--- config.mk ---
export PLATFORM = sky130hd
export DESIGN_NAME = tod_alarm_clock
export DESIGN_NICKNAME = d
export VERILOG_FILES = /design/src/rtl/tod_pkg.sv /design/src/rtl/tod_prescaler.sv /design/src/rtl/tod_time_regs.sv /design/src/rtl/tod_alarm_match.sv /design/src/rtl/tod_alarm_clock.sv
export SDC_FILE = /design/constraint.sdc
export NUM_CORES = 1
export LEC_CHECK = 0
export ABC_CLOCK_PERIOD_IN_PS = 23800
export BUFFER_PORTS_ARGS = -buffer_cell sky130_fd_sc_hd__buf_2
export CORE_MARGIN = 5
export CORE_UTILIZATION = 68
export DETAILED_ROUTE_END_ITERATION = 10
export GPL_TIMING_DRIVEN = 1
export PLACE_DENSITY = 0.92
export SLEW_MARGIN = 20
export SYNTH_ARGS = -nofsm -noshare
export SYNTH_HDL_FRONTEND = slang
export SYNTH_HIERARCHICAL = 1
export SYNTH_SLANG_ARGS = --single-unit
--- constraint.sdc ---
create_clock -name clk -period 23.8 [get_ports clk]
set_input_delay 0 -clock clk [delete_from_list [all_inputs] [get_ports clk]]
set_output_delay 0 -clock clk [all_outputs]
set_load 0.01 [all_outputs]
--- src/rtl/tod_pkg.sv ---
package tod_pkg;

    typedef enum logic [1:0] {
        PS_RUN    = 2'd0,
        PS_PRE    = 2'd1,
        PS_HOLD   = 2'd2,
        PS_DIVRST = 2'd3
    } pre_state_e;

    localparam int          BYTE_W    = 8;
    localparam int          NUM_ALM   = 3;
    localparam logic [2:0]  SEL_SEC   = 3'd0;
    localparam logic [2:0]  SEL_MIN   = 3'd1;
    localparam logic [2:0]  SEL_HOUR  = 3'd2;
    localparam logic [2:0]  SEL_ASEC  = 3'd4;

    // byte -> numeric value under the current data mode
    function automatic logic [7:0] field_dec(input logic [7:0] b, input logic bin);
        logic [7:0] t;
        if (bin) return b;
        t = {4'd0, b[7:4]};
        return (t << 3) + (t << 1) + {4'd0, b[3:0]};
    endfunction

    // numeric value (0..59) -> byte under the current data mode
    function automatic logic [7:0] field_enc(input logic [7:0] v, input logic bin);
        logic [7:0] tens;
        logic [7:0] units;
        if (bin) return v;
        tens  = v / 8'd10;
        units = v - tens * 8'd10;
        return {tens[3:0], units[3:0]};
    endfunction

    // hour byte -> internal 0..23 value
    function automatic logic [7:0] hour_dec(input logic [7:0] b, input logic bin,
                                            input logic h24);
        logic [7:0] t;
        if (h24) return field_dec(b, bin);
        t = field_dec({1'b0, b[6:0]}, bin) % 8'd12;
        return t + (b[7] ? 8'd12 : 8'd0);
    endfunction

    // internal 0..23 value -> hour byte
    function automatic logic [7:0] hour_enc(input logic [7:0] h, input logic bin,
                                            input logic h24);
        logic [7:0] t;
        logic [7:0] r;
        if (h24) return field_enc(h, bin);
        t = h % 8'd12;
        if (t == 8'd0) t = 8'd12;
        r    = field_enc(t, bin);
        r[7] = (h >= 8'd12);
        return r;
    endfunction

endpackage

--- src/rtl/tod_prescaler.sv ---
module tod_prescaler
    import tod_pkg::*;
#(
    parameter int TICKS_PER_SEC = 32768,
    parameter int UIP_TICKS     = 8
) (
    input  logic       clk,
    input  logic       rst_n,
    input  logic       tick,
    input  logic [2:0] div_sel,
    output pre_state_e state,
    output logic       upd_tick
);

    localparam int            CW   = $clog2(TICKS_PER_SEC);
    localparam logic [CW-1:0] LAST = CW'(TICKS_PER_SEC - 1);
    localparam logic [CW-1:0] HALF = CW'(TICKS_PER_SEC / 2);
    localparam logic [CW-1:0] WIN  = CW'(TICKS_PER_SEC - UIP_TICKS);

    pre_state_e    state_q, state_d;
    logic [CW-1:0] cnt_q, cnt_d;
    logic          div_rst, div_ok;

    assign div_rst = div_sel[2] & div_sel[1];
    assign div_ok  = (div_sel <= 3'd2);

    always_comb begin
        state_d  = state_q;
        cnt_d    = cnt_q;
        upd_tick = 1'b0;
        if (div_rst) begin
            state_d = PS_DIVRST;
            cnt_d   = HALF;
        end else if (!div_ok) begin
            state_d = PS_HOLD;
        end else begin
            unique case (state_q)
                PS_DIVRST: state_d = PS_RUN;
                PS_HOLD:   state_d = (cnt_q >= WIN) ? PS_PRE : PS_RUN;
                PS_RUN, PS_PRE: begin
                    if (tick) begin
                        if (cnt_q == LAST) begin
                            cnt_d    = '0;
                            upd_tick = 1'b1;
                        end else begin
                            cnt_d = cnt_q + CW'(1);
                        end
                        state_d = (cnt_d >= WIN) ? PS_PRE : PS_RUN;
                    end
                end
            endcase
        end
    end

    always_ff @(posedge clk or negedge rst_n) begin
        if (!rst_n) begin
            state_q <= PS_RUN;
            cnt_q   <= '0;
        end else begin
            state_q <= state_d;
            cnt_q   <= cnt_d;
        end
    end

    assign state = state_q;

    p_divrst_half_r9: assert property (@(posedge clk) disable iff (!rst_n)
        (state_q == PS_DIVRST) |-> (cnt_q == HALF));

    p_hold_keeps_r10: assert property (@(posedge clk) disable iff (!rst_n)
        (state_q == PS_HOLD && $past(state_q) == PS_HOLD) |-> (cnt_q == $past(cnt_q)));

    p_pre_window_r7: assert property (@(posedge clk) disable iff (!rst_n)
        (state_q == PS_PRE) |-> (cnt_q >= WIN));

endmodule

--- src/rtl/tod_time_regs.sv ---
module tod_time_regs
    import tod_pkg::*;
(
    input  logic              clk,
    input  logic              rst_n,
    input  logic              advance,
    input  logic              bin_mode,
    input  logic              hr24_mode,
    input  logic              wr_en,
    input  logic [2:0]        wr_sel,
    input  logic [BYTE_W-1:0] wr_data,
    output logic [BYTE_W-1:0] sec_q,
    output logic [BYTE_W-1:0] min_q,
    output logic [BYTE_W-1:0] hour_q,
    output logic [BYTE_W-1:0] sec_n,
    output logic [BYTE_W-1:0] min_n,
    output logic [BYTE_W-1:0] hour_n
);

    logic [7:0] s_v, m_v, h_v;

    always_comb begin
        s_v    = field_dec(sec_q, bin_mode);
        m_v    = field_dec(min_q, bin_mode);
        h_v    = hour_dec(hour_q, bin_mode, hr24_mode);
        sec_n  = (s_v >= 8'd59) ? field_enc(8'd0, bin_mode) : field_enc(s_v + 8'd1, bin_mode);
        min_n  = min_q;
        hour_n = hour_q;
        if (s_v >= 8'd59) begin
            if (m_v >= 8'd59) begin
                min_n  = field_enc(8'd0, bin_mode);
                hour_n = hour_enc((h_v >= 8'd23) ? 8'd0 : h_v + 8'd1, bin_mode, hr24_mode);
            end else begin
                min_n = field_enc(m_v + 8'd1, bin_mode);
            end
        end
    end

    always_ff @(posedge clk or negedge rst_n) begin
        if (!rst_n) begin
            sec_q  <= '0;
            min_q  <= '0;
            hour_q <= '0;
        end else begin
            if (advance) begin
                sec_q  <= sec_n;
                min_q  <= min_n;
                hour_q <= hour_n;
            end
            if (wr_en) begin
                unique case (wr_sel)
                    SEL_SEC:  sec_q  <= wr_data;
                    SEL_MIN:  min_q  <= wr_data;
                    SEL_HOUR: hour_q <= wr_data;
                    default:  ;
                endcase
            end
        end
    end

    // with no advance and no write the time bytes hold
    p_hold_time_r3: assert property (@(posedge clk) disable iff (!rst_n)
        (!$past(advance) && !$past(wr_en)) |-> ($stable(sec_q) && $stable(min_q) && $stable(hour_q)));

endmodule

--- src/rtl/tod_alarm_match.sv ---
module tod_alarm_match
    import tod_pkg::*;
(
    input  logic                      clk,
    input  logic                      rst_n,
    input  logic                      wr_en,
    input  logic [2:0]                wr_sel,
    input  logic [BYTE_W-1:0]         wr_data,
    input  logic [NUM_ALM*BYTE_W-1:0] cand,
    output logic                      match
);

    logic [BYTE_W-1:0]  alm_q [NUM_ALM];
    logic [NUM_ALM-1:0] hit;

    for (genvar g = 0; g < NUM_ALM; g++) begin : g_field
        always_ff @(posedge clk or negedge rst_n) begin
            if (!rst_n)
                alm_q[g] <= '0;
            else if (wr_en && wr_sel == SEL_ASEC + 3'(g))
                alm_q[g] <= wr_data;
        end
        assign hit[g] = (alm_q[g][7:6] == 2'b11) ||
                        (alm_q[g] == cand[g*BYTE_W +: BYTE_W]);
    end

    assign match = &hit;

endmodule

--- src/rtl/tod_alarm_clock.sv ---
module tod_alarm_clock
    import tod_pkg::*;
#(
    parameter int TICKS_PER_SEC = 32768,
    parameter int UIP_TICKS     = 8
) (
    input  logic       clk,
    input  logic       rst_n,
    input  logic       tick,
    input  logic [2:0] div_sel,
    input  logic       set_freeze,
    input  logic       bin_mode,
    input  logic       hr24_mode,
    input  logic       wr_en,
    input  logic [2:0] wr_sel,
    input  logic [7:0] wr_data,
    output logic [7:0] sec_o,
    output logic [7:0] min_o,
    output logic [7:0] hour_o,
    output logic       uip,
    output logic       upd_pulse,
    output logic       alarm_pulse
);

    pre_state_e state;
    logic       upd_tick, advance, match;
    logic [7:0] sec_n, min_n, hour_n;

    tod_prescaler #(
        .TICKS_PER_SEC (TICKS_PER_SEC),
        .UIP_TICKS     (UIP_TICKS)
    ) u_pre (
        .clk      (clk),
        .rst_n    (rst_n),
        .tick     (tick),
        .div_sel  (div_sel),
        .state    (state),
        .upd_tick (upd_tick)
    );

    assign advance = upd_tick & ~set_freeze;

    tod_time_regs u_time (
        .clk       (clk),
        .rst_n     (rst_n),
        .advance   (advance),
        .bin_mode  (bin_mode),
        .hr24_mode (hr24_mode),
        .wr_en     (wr_en),
        .wr_sel    (wr_sel),
        .wr_data   (wr_data),
        .sec_q     (sec_o),
        .min_q     (min_o),
        .hour_q    (hour_o),
        .sec_n     (sec_n),
        .min_n     (min_n),
        .hour_n    (hour_n)
    );

    tod_alarm_match u_alm (
        .clk     (clk),
        .rst_n   (rst_n),
        .wr_en   (wr_en),
        .wr_sel  (wr_sel),
        .wr_data (wr_data),
        .cand    ({hour_n, min_n, sec_n}),
        .match   (match)
    );

    always_ff @(posedge clk or negedge rst_n) begin
        if (!rst_n) begin
            upd_pulse   <= 1'b0;
            alarm_pulse <= 1'b0;
        end else begin
            upd_pulse   <= advance;
            alarm_pulse <= advance & match;
        end
    end

    assign uip = (state == PS_PRE) & ~set_freeze;

    p_alarm_with_upd_r5: assert property (@(posedge clk) disable iff (!rst_n)
        alarm_pulse |-> upd_pulse);

    p_upd_single_r6: assert property (@(posedge clk) disable iff (!rst_n)
        upd_pulse |=> !upd_pulse);

    p_no_upd_frozen_r8: assert property (@(posedge clk) disable iff (!rst_n)
        upd_pulse |-> !$past(set_freeze));

    p_upd_after_window_r7: assert property (@(posedge clk) disable iff (!rst_n)
        upd_pulse |-> ($past(state) == PS_PRE));

endmodule

==> impl_metrics.csv <==
group,metric,value,unit
run_status,status,"finished, final reports clean",
route,vias,7826,
floorplanning,core,0.0115,sq mm
critical_path,regToRegStartpoint,"u_time/hour_q[6]$_DFF_PN0_",
clock_network,cts_tree,"done",
clock_network,cts_root_buf,"clkbuf_16",
synthesis,yosys_warnings,6,
synthesis,synth.avg_cell_area,8.32,sq um
synthesis,synth.distinct_cells,108,
synthesis,synth.area.top_cells,"dfrtp_1 (21%), ha_1 (7.0%), mux2_2 (4.8%)",
sta,skew,0.00745,ns
synthesis,synth_largest_area_cell,"dfrtp_1",
clock_network,insertion_delay,0.33,ns
cells_and_area,multi_input_area,0.00590,sq mm
cells_and_area,final_cells,1139,
global_routing,grt_max_degree,85,
clock_network,cts_setup_buffers,0,
clock_network,cts.sinks,67,
cells_and_area,area_delta_synth_final,6.74,%
placement,place.port_buffers,47,
cells_and_area,ff_latch_area,0.00168,sq mm
cells_and_area,fin_util,74.5,%
route,ant_nets,0,
synthesis,synth_most_common_cell,"nand2_1",
critical_path,critPathLaunchType,"flop",
synthesis,synth_edf_count,0,
synthesis,yosysSeqAreaShare,20.9,%
cells_and_area,diodes,0,
global_routing,first_global_vias,7124,
sta,relSlewSlack,28.1,%
cells_and_area,drive_gt1_share,15.0,%
critical_path,cp.required,24.07,ns
critical_path,cpMostUsedCell,"ha_1",
synthesis,yosysTopAreaCellShare,20.9,%
route,routed_wl,21300,um
placement,hpwl,14800,um
route,vias_per_cell,6.87,
synthesis,synth.top_cells.by_count,"nand2_1 (85), dfrtp_1 (67), nor2_1 (60)",
clock_network,cts_buffer_depth,2,
floorplanning,start_util,69.8,%
critical_path,critPathMaxFanout,13,
worst_hold_path,min_path_type,"input port to flop",
synthesis,synth-seq-cells,67,
floorplanning,fp-row-count,39,
critical_path,worstSetupPathType,"flop to flop",
floorplanning,die_area,0.0141,sq mm
floorplanning,die_w,119,um
sta,period_share,40.1,%
pwr,fin_total_pwr,1.05,mW
clock_network,ctsHtreeMaxLevel,3,
synthesis,syn_area,0.00804,sq mm
pwr,ir_drop,0.113,mV
synthesis,synthCells,966,
synthesis,synth-async-reset-ratio,100,%
critical_path,cp_top_family,"adder cells",
sta,fin_crit,9.53,ns
route,avgRoutedWirePerCell,18.7,um
cells_and_area,final_nets,1068,
route,dr.pass1.iters,5,
floorplanning,io-pin-count,48,
placement,dp_cells,1114,
run,drv_cap,0,
synthesis,ys.flop_type,"dfrtp_1",
sta,hold_viol_final,0,
pwr,cellPowerDensity,123,mW/mm^2
clock_network,path_clk_slew,0.06,ns
critical_path,cp_data_arrival_time,9.80,ns
route,drtIter0Drc,994,
sta,setup_viol,0,
floorplanning,die_height,119,um
route,drc,0,
global_routing,overflow,0,
global_routing,grt_pass1_wl,35000,um
clock_network,numCtsBuffers,9,
sta,maxSlewViolCount,0,
worst_hold_path,hp-start,"wr_data[5]",
cells_and_area,fillers,840,
critical_path,slowest_delay,0.58,ns
placement,place.gp.congestion,0.947,
global_routing,grt_use_total,29.5,%
sta,worstMarginPinSlew,1.08,ns
sta,fin_setup_tns,0,ns
sta,hold_ws,0.0142,ns
global_routing,antenna_found_initial,0,
critical_path,slowest_stage,"fa_1",
critical_path,startpoint,"u_time/hour_q[6]$_DFF_PN0_",
sta,rsz0062_at_grt,"no",
sta,fmax,105,MHz
critical_path,cp.buffers_inverters,0,
pwr,p_leak,3.66,nW
critical_path,end_kind,"flop",
final timing paths:
kind                            cells after the start  slack [ns]                          to
worst max-delay path                               37       14.27       alarm_pulse$_DFF_PN0_
worst min-delay path                                3        0.01  u_time/hour_q[5]$_DFF_PN0_
worst max register to register                     37       14.27       alarm_pulse$_DFF_PN0_
worst min register to register                      1        0.52  u_alm/alm_q[8]$_DFFE_PN0P_
max in group asynchronous                           3       22.82  u_time/hour_q[0]$_DFF_PN0_
min in group asynchronous                           3        0.39   u_time/sec_q[3]$_DFF_PN0_
timing repair:
item                      CTS  global route
hold endpoints to repair   77             0
resized for setup           0             0
hold buffers                9             0
per-stage QoR:
stage | area [sq um] | worst slack (ns)
3_5_place_dp | 8200 | 14.60
6_report | 8580 | 14.27
2_1_floorplan | 8040 | 15.49
5_1_grt | 8580 | 13.88
3_3_place_gp | 8200 | 15.00
4_1_cts | 8580 | 14.45
routing by layer:
layer / up-vias / track usage, % / share of wire (%)
li1: 3670 / - / -
met1: 3713 / 39.9 / 43
met2: 393 / 49.4 / 48
met3: 50 / 4.15 / 7.5
met4: 0 / 8.69 / 2.1
met5: - / 0 / 0
cells in the final DEF, fill, tap and decap left out, types with 19 or more instances in the layout:
cell type	synthesis	layout
o21ai_0	59	59
mux2_2	34	34
mux2i_1	26	26
nand3_1	30	30
ha_1	45	45
xnor2_1	22	22
a21oi_1	44	44
xor2_1	34	34
nor2_1	60	60
dfrtp_1	67	67
nand2_1	85	85
buf_2	5	47
inv_1	42	42
a31oi_1	19	19
where the power goes:
part / total [mW] / switching [mW] / internal [mW]
Combinational: 0.763 / 0.453 / 0.309
Clock: 0.131 / 0.0499 / 0.0808
Sequential: 0.161 / 0.0289 / 0.132
area by class of cell:
cell class | instances | area share (%)
Clock buffer | 11 | 2.71
Clock inverter | 5 | 0.627
Inverter | 42 | 1.84
Multi-Input combinational cell | 808 | 68.8
Sequential cell | 67 | 19.5
Tap cell | 143 | 2.09
Timing Repair Buffer | 63 | 4.40
registers in the layout (all words and copies together) (netlist names):
register       cells
u_alm/alm_q       24
u_time/min_q       8
alarm_pulse        1
u_time/sec_q       8
u_pre/state        2
upd_pulse          1
u_pre/cnt_q       15
u_time/hour_q      8
kinds of logic (layout without fill, tap and decap cells):
kind of cell             count (synthesis)  count (layout)  synth area share (%)
AND/OR/NAND/NOR                        337             337                  22.4
AO/OA/AOI/OAI                          293             293                  26.2
buffers and inverters                   92             121                  5.79
flip-flops                              67              67                  20.9
multiplexers                            63              63                  8.73
adder cells (fa/ha/maj)                 56              56                  9.74
XOR/XNOR                                56              56                  6.10
other                                    2               3                0.0934
tightest hold or removal path: cells and delay by family:
family | cells | cell delay, ns
simple gates | 1 | 0.08
buf+inv | 1 | 0.16
compound gates | 1 | 0.05
Note: power is estimated with default switching activity, not from simulation.
